`src/rtl/tlb_pkg.sv`:
```
package tlb_pkg;

    // Write-side action chosen for a cycle, listed by falling priority.
    typedef enum logic [1:0] {
        WR_CLEAR = 2'd0,
        WR_KILL  = 2'd1,
        WR_FILL  = 2'd2,
        WR_IDLE  = 2'd3
    } wr_op_e;

    function automatic int idx_bits(input int n);
        return (n <= 2) ? 1 : $clog2(n);
    endfunction

endpackage

```
`src/rtl/tlb_cam.sv`:
```
module tlb_cam #(
    parameter int ENTRIES = 16,
    parameter int VPN_W   = 20,
    parameter int PID_W   = 8
) (
    input  logic [ENTRIES-1:0]            valid,
    input  logic [ENTRIES-1:0][VPN_W-1:0] tag_vpn,
    input  logic [ENTRIES-1:0][PID_W-1:0] tag_pid,
    input  logic [VPN_W-1:0]              key_vpn,
    input  logic [PID_W-1:0]              key_pid,
    output logic [ENTRIES-1:0]            match
);

    // One comparator per slot, all evaluated at once.
    for (genvar g = 0; g < ENTRIES; g++) begin : g_cmp
        assign match[g] = valid[g] && (tag_vpn[g] == key_vpn) && (tag_pid[g] == key_pid);
    end

endmodule

```
`src/rtl/tlb_lru.sv`:
```
module tlb_lru #(
    parameter int ENTRIES = 16,
    localparam int IW     = tlb_pkg::idx_bits(ENTRIES)
) (
    input  logic          clk,
    input  logic          rst,
    input  logic          touch_a,
    input  logic [IW-1:0] idx_a,
    input  logic          touch_b,
    input  logic [IW-1:0] idx_b,
    output logic [IW-1:0] oldest
);

    // rank 0 = most recent, ENTRIES-1 = least recent; ranks form a permutation.
    logic [ENTRIES-1:0][IW-1:0] rank_q, rank_a, rank_b;
    logic [ENTRIES-1:0]         is_old;

    always_comb begin
        rank_a = rank_q;
        if (touch_a) begin
            for (int i = 0; i < ENTRIES; i++)
                if (rank_q[i] < rank_q[idx_a]) rank_a[i] = rank_q[i] + IW'(1);
            rank_a[idx_a] = '0;
        end
        rank_b = rank_a;
        if (touch_b) begin
            for (int i = 0; i < ENTRIES; i++)
                if (rank_a[i] < rank_a[idx_b]) rank_b[i] = rank_a[i] + IW'(1);
            rank_b[idx_b] = '0;
        end
    end

    always_ff @(posedge clk) begin
        if (rst) begin
            for (int i = 0; i < ENTRIES; i++) rank_q[i] <= IW'(i);
        end else begin
            rank_q <= rank_b;
        end
    end

    always_comb begin
        oldest = '0;
        for (int i = 0; i < ENTRIES; i++) begin
            is_old[i] = (rank_q[i] == IW'(ENTRIES - 1));
            if (is_old[i]) oldest = IW'(i);
        end
    end

    // exactly one slot is ever the eviction candidate.
    p_single_oldest_r5: assert property (@(posedge clk) disable iff (rst)
        $onehot(is_old));

    // a filled slot becomes the most recent one.
    p_fill_is_newest_r5: assert property (@(posedge clk) disable iff (rst)
        touch_b |=> rank_q[$past(idx_b)] == '0);

endmodule

```
`src/rtl/tlb.sv`:
```
module tlb
    import tlb_pkg::*;
#(
    parameter int ENTRIES = 16,
    parameter int VPN_W   = 20,
    parameter int PFN_W   = 20,
    parameter int PID_W   = 8,
    parameter int PERM_W  = 4,
    parameter int OFF_W   = 12
) (
    input  logic                   clk,
    input  logic                   rst,
    input  logic                   lk_en,
    input  logic [VPN_W-1:0]       lk_vpn,
    input  logic [PID_W-1:0]       lk_pid,
    input  logic [OFF_W-1:0]       lk_off,
    output logic                   lk_hit,
    output logic [PFN_W-1:0]       lk_pfn,
    output logic [PERM_W-1:0]      lk_perm,
    output logic [PFN_W+OFF_W-1:0] lk_paddr,
    input  logic                   fl_en,
    input  logic [VPN_W-1:0]       fl_vpn,
    input  logic [PID_W-1:0]       fl_pid,
    input  logic [PFN_W-1:0]       fl_pfn,
    input  logic [PERM_W-1:0]      fl_perm,
    input  logic                   iv_en,
    input  logic [VPN_W-1:0]       iv_vpn,
    input  logic [PID_W-1:0]       iv_pid,
    input  logic                   flush_all
);

    localparam int IW = idx_bits(ENTRIES);

    logic [ENTRIES-1:0]             valid_q;
    logic [ENTRIES-1:0][VPN_W-1:0]  vpn_q;
    logic [ENTRIES-1:0][PID_W-1:0]  pid_q;
    logic [ENTRIES-1:0][PFN_W-1:0]  pfn_q;
    logic [ENTRIES-1:0][PERM_W-1:0] perm_q;

    logic [ENTRIES-1:0] lk_match, iv_match, fl_match;
    logic [IW-1:0]      lk_idx, dup_idx, free_idx, victim_idx, fill_idx;
    logic               has_free;
    wr_op_e             op;

    tlb_cam #(.ENTRIES(ENTRIES), .VPN_W(VPN_W), .PID_W(PID_W)) u_cam_lk (
        .valid(valid_q), .tag_vpn(vpn_q), .tag_pid(pid_q),
        .key_vpn(lk_vpn), .key_pid(lk_pid), .match(lk_match));

    tlb_cam #(.ENTRIES(ENTRIES), .VPN_W(VPN_W), .PID_W(PID_W)) u_cam_iv (
        .valid(valid_q), .tag_vpn(vpn_q), .tag_pid(pid_q),
        .key_vpn(iv_vpn), .key_pid(iv_pid), .match(iv_match));

    tlb_cam #(.ENTRIES(ENTRIES), .VPN_W(VPN_W), .PID_W(PID_W)) u_cam_fl (
        .valid(valid_q), .tag_vpn(vpn_q), .tag_pid(pid_q),
        .key_vpn(fl_vpn), .key_pid(fl_pid), .match(fl_match));

    // Write priority: flush, then invalidate, then fill.
    always_comb begin
        if (flush_all)  op = WR_CLEAR;
        else if (iv_en) op = WR_KILL;
        else if (fl_en) op = WR_FILL;
        else            op = WR_IDLE;
    end

    // Index encoders; the lowest set index wins.
    always_comb begin
        lk_idx   = '0;
        dup_idx  = '0;
        free_idx = '0;
        for (int i = ENTRIES - 1; i >= 0; i--) begin
            if (lk_match[i]) lk_idx   = IW'(i);
            if (fl_match[i]) dup_idx  = IW'(i);
            if (!valid_q[i]) free_idx = IW'(i);
        end
        has_free = ~&valid_q;
        if (|fl_match)     fill_idx = dup_idx;
        else if (has_free) fill_idx = free_idx;
        else               fill_idx = victim_idx;
    end

    assign lk_hit   = lk_en && (|lk_match) && !flush_all;
    assign lk_pfn   = pfn_q[lk_idx];
    assign lk_perm  = perm_q[lk_idx];
    assign lk_paddr = {lk_pfn, lk_off};

    tlb_lru #(.ENTRIES(ENTRIES)) u_lru (
        .clk(clk), .rst(rst),
        .touch_a(lk_hit), .idx_a(lk_idx),
        .touch_b(op == WR_FILL), .idx_b(fill_idx),
        .oldest(victim_idx));

    always_ff @(posedge clk) begin
        if (rst) begin
            valid_q <= '0;
        end else begin
            case (op)
                WR_CLEAR: valid_q <= '0;
                WR_KILL:  valid_q <= valid_q & ~iv_match;
                WR_FILL:  valid_q[fill_idx] <= 1'b1;
                default:  valid_q <= valid_q;
            endcase
        end
    end

    always_ff @(posedge clk) begin
        if (op == WR_FILL) begin
            vpn_q[fill_idx]  <= fl_vpn;
            pid_q[fill_idx]  <= fl_pid;
            pfn_q[fill_idx]  <= fl_pfn;
            perm_q[fill_idx] <= fl_perm;
        end
    end

    // no key is ever held twice, so at most one slot matches a lookup.
    p_no_twin_r4: assert property (@(posedge clk) disable iff (rst)
        $onehot0(lk_match));

    // a flush leaves nothing valid.
    p_flush_empties_r7: assert property (@(posedge clk) disable iff (rst)
        flush_all |=> (valid_q == '0));

    // invalidating a present key removes exactly one entry.
    p_kill_exactly_one_r6: assert property (@(posedge clk) disable iff (rst)
        (op == WR_KILL && |iv_match) |=>
            ($countones(valid_q) + 1 == $past($countones(valid_q))));

    // invalidating an absent key keeps the valid set.
    p_kill_absent_r11: assert property (@(posedge clk) disable iff (rst)
        (op == WR_KILL && !(|iv_match)) |=> $stable(valid_q));

endmodule

```
`config.mk`:
```
export PLATFORM = sky130hd
export DESIGN_NAME = tlb
export DESIGN_NICKNAME = d
export VERILOG_FILES = /design/src/rtl/tlb_pkg.sv /design/src/rtl/tlb_cam.sv /design/src/rtl/tlb_lru.sv /design/src/rtl/tlb.sv
export SDC_FILE = /design/constraint.sdc
export NUM_CORES = 2
export LEC_CHECK = 0
export BUFFER_PORTS_ARGS = -buffer_cell sky130_fd_sc_hd__buf_2
export CORE_MARGIN = 2
export CORE_UTILIZATION = 45
export CTS_BUF_LIST = sky130_fd_sc_hd__clkbuf_8
export DETAILED_ROUTE_END_ITERATION = 6
export PLACE_DENSITY_LB_ADDON = 0.15
export SYNTH_ARGS = -nofsm -noshare
export SYNTH_HDL_FRONTEND = slang
export SYNTH_HIERARCHICAL = 1
export SYNTH_SLANG_ARGS = --single-unit
```
`constraint.sdc`:
```
create_clock -name clk -period 17.5 [get_ports clk]
set_clock_uncertainty 0.2 [all_clocks]
set_input_delay 0.875 -clock clk [delete_from_list [all_inputs] [get_ports clk]]
set_output_delay 0.875 -clock clk [all_outputs]
set_load 0.1 [all_outputs]
```
Yosys cells after proc, flatten, opt, wreduce, memory -nomap -nowiden
Index checks and enable logic that the tools add are counted.
Word-level totals
  register bits: 912
  output and inout bits: 57
  bits of input ports: 126
  word-level logic and storage cells: 532
Operators by class
  reduce and logical (&&, ||, !) cells: 106
  equal/unequal tests: 113
  bitwise operators: 7
  mux-type cells: 157
  add/subtract/negate cells: 32
  order comparisons: 36
Operators with widths (number)
  $eq A20 B20 Y1: 48
  $bwmux W320: 2
  $mux W4: 127
  $eq A8 B8 Y1: 48
  $add A4 B1 Y4 const B: 32
  $and A64 B64 Y64: 2
  $bwmux W128: 1
  $lt A4 B4 Y1: 32
  $mux W64: 2
  $not A64 Y64: 2
  $logic_and A1 B1 Y1: 100
  $bmux W20 S4: 1
  $demux W20 S4: 1
  $bwmux W64: 1
  $eq A4 B4 Y1 const B: 15
  $bmux W4 S4: 3
  $pmux W16 S3: 1
  $mux W20: 2
  $demux W4 S4: 2
  $demux W8 S4: 1
  $reduce_or A16 Y1: 2
  $and A16 B16 Y16: 1
  $not A16 Y16: 1
  $or A16 B16 Y16: 1
  other kinds (13): 23

Depth between registers and ports, before layout
  depth in word-level cells: 33
  gate-level depth with buffers: 40
  gate-level depth less buffers: 32

By module
The synthesis kept the hierarchy.
By module, submodules not included
  tlb: sequential area each 25304.3 µm², cells an instance 1665, times used 1, area each 30097.6 µm²
  tlb_cam: sequential area each 0.0 µm², cells an instance 664, times used 3, area each 5397.7 µm²
  tlb_lru: sequential area each 1281.2 µm², cells an instance 1297, times used 1, area each 9700.6 µm²

Worst setup path after synthesis
Ideal clock, no wire load.
  path type: input-to-reg
  start: input lk_vpn[8]
  end: register u_lru/rank_q[43] (netlist name)
  setup time: 122 ps
  data required time: 17178 ps
  path buffers: 8
  arrival: 10243 ps
  slack: 6935 ps
  stages: 38
  cells stage by stage: buf_4 buf_6 xor2_1 nor4_1 nand4_1 nor4_1 inv_1 a221oi_1 or4_4 a21boi_4 inv_2 buf_2 buf_2 buf_2 buf_2 clkbuf_1 buf_1 mux4_2 (+2 left out) ha_1 o21ai_0 nand2b_1 a211oi_1 nand4_1 xor2_1 nor2_1 o22ai_1 a2111oi_0 o221ai_1 ha_1 a21oi_1 nand2_1 o41ai_1 a211oi_1 nor4b_2 o21ai_0 a221o_1
Between the ends
  elaborated cells on any way between the ends: 133
  those cells by class: add/sub (1); order compare (19); eq/ne (16); mux (58); bitwise (3); reduce/logical (36)
RTL lines
  start, declared: RTL line tlb.sv:14  | input logic [VPN_W-1:0] lk_vpn,
  $eq A20 B20 Y1 *: RTL line tlb_cam.sv:16  | assign match[g] = valid[g] && (tag_vpn[g] == key_vpn) && (tag_pid[g] == key_pid);
  $logic_and A1 B1 Y1 * (2 in a row): RTL line tlb_cam.sv:16
  named net lk_match[11]: RTL line tlb.sv:40  | logic [ENTRIES-1:0] lk_match, iv_match, fl_match;
  $mux W4 * (12 in a row): RTL line tlb.sv:71  | if (lk_match[i]) lk_idx = IW'(i);
  named net lk_idx[0]: RTL line tlb.sv:41  | logic [IW-1:0] lk_idx, dup_idx, free_idx, victim_idx, fill_idx;
  $bmux W4 S4, or another cell as far along: RTL line tlb_lru.sv:22  | if (rank_q[i] < rank_q[idx_a]) rank_a[i] = rank_q[i] + IW'(1);
  $mux W4 (not written as such) / $logic_and A1 B1 Y1 (equally long branches): RTL line tlb_lru.sv:22, tlb_lru.sv:23
  $lt A4 B4 Y1 / $mux W4 (equally long branches): RTL line tlb_lru.sv:22, tlb_lru.sv:23
  (+3 left out)
  $mux W64 *: RTL line tlb_lru.sv:20  | if (touch_a) begin
  $bmux W4 S4: RTL line tlb_lru.sv:28  | if (rank_a[i] < rank_a[idx_b]) rank_b[i] = rank_a[i] + IW'(1);
  $mux W4 (not written as such): RTL line tlb_lru.sv:28
  $lt A4 B4 Y1: RTL line tlb_lru.sv:28
  $mux W4: RTL line tlb_lru.sv:28
  $mux W4: RTL line tlb_lru.sv:26  | if (touch_b) begin
  $and A64 B64 Y64 (no source line)
  $mux W64 *: RTL line tlb_lru.sv:26
  end signal, assigned: RTL line tlb_lru.sv:37  | rank_q <= rank_b;
  end, declared: RTL line tlb_lru.sv:15  | logic [ENTRIES-1:0][IW-1:0] rank_q, rank_a, rank_b;
The timed path passes the listed nets; every way through them passes the cells marked *. The select of a mux whose other input is x is not followed.
A chain may end at the register's enable or synchronous reset.

Final worst setup path
  start: input lk_pid[5]
  end: register u_lru/rank_q[63] (netlist name)
Between the ends
  elaborated cells on any way between the ends: 117
  those cells by class: add/sub (1); order compare (19); eq/ne (16); mux (58); bitwise (3); reduce/logical (20)
RTL lines
  start, declared: RTL line tlb.sv:15  | input logic [PID_W-1:0] lk_pid,
  $eq A8 B8 Y1 *: RTL line tlb_cam.sv:16
  $logic_and A1 B1 Y1 *: RTL line tlb_cam.sv:16
  named net lk_match[11]: RTL line tlb.sv:40
  $mux W4 (12 in a row): RTL line tlb.sv:71
  $bmux W4 S4, or another cell as far along: RTL line tlb_lru.sv:22
  $mux W4 (not written as such) / $logic_and A1 B1 Y1 (equally long branches): RTL line tlb_lru.sv:22, tlb_lru.sv:23
  $lt A4 B4 Y1 / $mux W4 (equally long branches): RTL line tlb_lru.sv:22, tlb_lru.sv:23
  $mux W4 / $demux W4 S4 (equally long branches)
  (+2 left out)
  $mux W64 *: RTL line tlb_lru.sv:20
  $bmux W4 S4: RTL line tlb_lru.sv:28
  $mux W4 (not written as such): RTL line tlb_lru.sv:28
  $lt A4 B4 Y1: RTL line tlb_lru.sv:28
  $mux W4: RTL line tlb_lru.sv:28
  $mux W4: RTL line tlb_lru.sv:26
  $and A64 B64 Y64 (no source line)
  $mux W64 *: RTL line tlb_lru.sv:26
Marked as above.

==> results_tabular.tex <==
\begin{tabular}{lr}
\hline
Metric & Value \\
\hline
\multicolumn{2}{l}{\textbf{Floorplan}} \\
Initial core utilization & a little under half \\
Die area & between 0.1 and 0.15 sq mm \\
Horizontal die dimension & approximately 360 um \\
I/O pin cnt & $\sim$180 \\
Standard-cell row count & approximately 130 \\
Floorplan core area & between 0.1 and 0.15 sq mm \\
Die Height & approximately 360 um \\
\multicolumn{2}{l}{\textbf{Clock tree}} \\
Post-CTS Setup Repair Bufs & 0 \\
Clk buf depth & 3 \\
CTS sink count & about 910 \\
Hold-fix buffer count after cts & 1 \\
TritonCTS clock tree & built \\
Insertion delay of the later-clocked pin in the worst-skew pair & $\sim$0.91 ns \\
Clock-pin slew on the worst setup and hold paths & 0.06 ns \\
Number of cells upsized or downsized after cts & 0 \\
Total clock buffers created by CTS & between 150 and 200 \\
CTS H-tree lvls & 4 \\
Library cell used as clock root buffer & sky130\_fd\_sc\_hd\_\_clkbuf\_8 \\
\multicolumn{2}{l}{\textbf{Placed design}} \\
DPL Wire Length & about 130000 um \\
Post-place setup slack & 4.268 ns \\
Number of port buffers & roughly 160 \\
Placer congestion estimate & around 0.95 \\
\multicolumn{2}{l}{\textbf{Worst setup path}} \\
Top fanout value on the critical path & 60 \\
Longest individual stage delay on the worst path & approximately 0.99 ns \\
Crit path arrival time & 13.49 ns \\
Worst EP required & around 18 ns \\
Type of destination of the critical path & flip-flop \\
Category of the critical setup timing path & primary input to flip-flop \\
Max stage delay cell, worst path & sky130\_fd\_sc\_hd\_\_a2111oi\_0 \\
Critical Path Start Type & primary input \\
\multicolumn{2}{l}{\textbf{STA}} \\
Setup TNS & 0 ns \\
Final period demand of the worst path & about 13 ns \\
Hold violation total from the final report & 0 \\
Worst-Margin Slew & 1.338 ns \\
Worst setup slack after layout & 4.593 ns \\
Worst slew slack as a fraction of its limit & about a tenth \\
Post-route clock period utilization & between 70\% and 80\% \\
Final Hold Slack & roughly 0.14 ns \\
Final setup viols & 0 \\
RSZ-0062 raised after global routing & no \\
Final-report max-slew violation count & 0 \\
FMAX & 0.07748 GHz \\
\multicolumn{2}{l}{\textbf{Synth}} \\
Number of warnings printed during yosys synthesis & 6 \\
Synthesized netlist net count & between 5000 and 6000 \\
Register bit count reported by yosys & between 900 and 1000 \\
Largest area contributor in the netlist & sky130\_fd\_sc\_hd\_\_edfxtp\_1 \\
Fraction of the yosys area taken by sequential cells & roughly 47\% \\
Post-Synthesis Cells & $\sim$5000 \\
Most common flop cell mapped by yosys & sky130\_fd\_sc\_hd\_\_edfxtp\_1 \\
Number of flops mapped to enable cells by yosys & around 830 \\
Fraction of synthesized cell area taken by the top area cell type & about 45\% \\
Library cell with the highest instance count after synthesis & sky130\_fd\_sc\_hd\_\_xor2\_1 \\
Syn Area/Cell & between 10 and 15 sq um \\
Commonest cells post-synth & sky130\_fd\_sc\_hd\_\_xor2\_1, sky130\_fd\_sc\_hd\_\_edfxtp\_1, sky130\_fd\_sc\_hd\_\_xnor2\_1, sky130\_fd\_sc\_hd\_\_nand2\_1, sky130\_fd\_sc\_hd\_\_nor4\_1 \\
Share of flip-flops with an asynchronous set or reset & 0\% \\
Top cells by area, synth & sky130\_fd\_sc\_hd\_\_edfxtp\_1, sky130\_fd\_sc\_hd\_\_xor2\_1, sky130\_fd\_sc\_hd\_\_xnor2\_1, sky130\_fd\_sc\_hd\_\_nor4\_1, sky130\_fd\_sc\_hd\_\_dfxtp\_1 \\
Synthesized area & 0.05599 sq mm \\
Cell variety after synth & roughly 110 \\
\multicolumn{2}{l}{\textbf{Pwr}} \\
Ratio of total power to cell area & roughly 79 mW/mm\^{}2 \\
Leakage power summed over all cells & 20.59 nW \\
Max IR drop VDD & 0.07830 mV \\
Overall power of the completed layout & $\sim$4.8 mW \\
\multicolumn{2}{l}{\textbf{Routing}} \\
Drt total wl & 206900 um \\
DRT antenna net count & 0 \\
Number of remaining DRC errors & 0 \\
Vias & around 43000 \\
Average wire length per cell after detail routing & 30.16 um \\
Iteration-0 DRC Markers & between 5000 and 6000 \\
Per-cell via count in the routed design & 6.252 \\
Iteration count of the initial detailed-routing pass & 6 \\
\multicolumn{2}{l}{\textbf{Global routing}} \\
Overall Global Routing Usage & between 30\% and 40\% \\
Final global-route overflow total & 0 \\
Initial antenna violation count & 10 \\
Vias in the first global route & just over 40000 \\
Largest net degree at the start of global routing & slightly below 80 \\
Wire length of the first global-routing pass & a little under 300000 um \\
\multicolumn{2}{l}{\textbf{Finish}} \\
Post-layout util & roughly half \\
Layout Nets & 5326 \\
Share of post-route cells with drive strength above 1 & between 10\% and 20\% \\
Number of fill cells in the layout & between 10000 and 15000 \\
Layout-stage area growth over the synthesis result & 8.659\% \\
\multicolumn{2}{l}{\textbf{Hold path}} \\
Hold/Removal Path Class & primary input to flip-flop \\
\multicolumn{2}{l}{\textbf{Flow run}} \\
Max-cap violations & 0 \\
\multicolumn{2}{l}{\textbf{Status}} \\
Run status & complete, no violations \\
\hline
\end{tabular}
[layout by cell type, fill, tap and decap left out, drive strengths merged, types with 17 or more instances in the layout]
cell type | netlist | final
mux2i | 69 | 69
edfxtp | 832 | 832
nor2 | 181 | 181
nand2b | 20 | 20
or4 | 23 | 23
o22ai | 17 | 17
nand2 | 317 | 317
o21ai | 100 | 100
nor3 | 108 | 108
xor2 | 935 | 935
xnor2 | 444 | 444
or3 | 19 | 19
nor4 | 267 | 267
nand4 | 164 | 164
clkinv | 1 | 44
and3 | 26 | 26
a21oi | 207 | 207
and2 | 29 | 29
ha | 112 | 112
a2111oi | 32 | 32
clkbuf | 73 | 173
buf | 248 | 287
nor2b | 24 | 24
o211ai | 29 | 29
a22oi | 62 | 62
a211oi | 51 | 51
dfxtp | 80 | 80
a221oi | 29 | 29
inv | 71 | 145
nand3 | 124 | 124
[where the power goes]
part | internal [mW] | switching (mW)
Sequential | 2.38 | 0.0127
Combinational | 0.142 | 0.339
Clock | 0.958 | 0.972
[final cells by class]
type	count	area (sq um)	share of cell area, %
Antenna cell	6	15.01	0.02468
Clock buffer	173	2381	3.914
Clock inverter	121	678.2	1.115
Inverter	72	275.3	0.4524
Multi-Input combinational cell	3649	27090	44.52
Sequential cell	912	26590	43.70
Tap cell	1637	2048	3.367
Timing Repair Buffer	288	1769	2.908
[registers in the layout (all words and copies together), names as in the netlist]
register and count:
valid_q 16, vpn_q 320, pid_q 128, u_lru/rank_q 64
pfn_q 320, perm_q 64
[kinds of logic after synthesis]
logic type	count (synthesis)	synth area share, %
buffers and inverters	393	4.489
AO/OA/AOI/OAI	681	8.617
XOR/XNOR	1379	21.57
multiplexers	100	2.199
AND/OR/NAND/NOR	1370	13.01
flip-flops	912	47.48
adder cells (fa/ha/maj)	119	2.628
[critical path: cells and delay by family]
family,cells,cell delay [ns]
AOI/OAI and AO/OA,13,4.42
and+or+nand+nor,9,3.71
buffers and inverters,5,2.37
muxes,2,1.04
adders and majority gates,2,0.76
xor gates and xnor gates,1,0.14
[routing by layer]
| metal | GRT usage [%] | wire length [um] | part of all wire [%] | up-vias |
|---|---|---|---|---|
| met3 | 7.847 | 23510 | 11 | 427 |
| li1 | - | - | - | 18519 |
| met5 | 0 | 57 | 0.028 | - |
| met2 | 47.50 | 89460 | 43 | 2473 |
| met4 | 11.91 | 7927 | 3.8 | 8 |
| met1 | 44.47 | 85900 | 42 | 21447 |
[worst paths after layout]
check                   from               end  slack, ns  cells past startpoint
setup / recovery   lk_pid[5]  u_lru/rank_q[63]       4.59                     32
setup reg to reg  vpn_q[231]  u_lru/rank_q[63]       4.82                     31
hold reg to reg   valid_q[9]        valid_q[9]       0.52                      3
hold / removal    fl_pfn[19]         pfn_q[19]       0.14                      1
[per-stage QoR]
| stage | cell area [sq um] | cells |
|---|---|---|
| 2_1_floorplan | 55990 | 4954 |
| 3_3_place_gp | 57750 | 6557 |
| 3_5_place_dp | 57760 | 6557 |
| 4_1_cts | 60820 | 6852 |
| 5_1_grt | 60830 | 6854 |
| 6_report | 60840 | 6858 |
No activity file was read; power rests on OpenSTA's default activity.
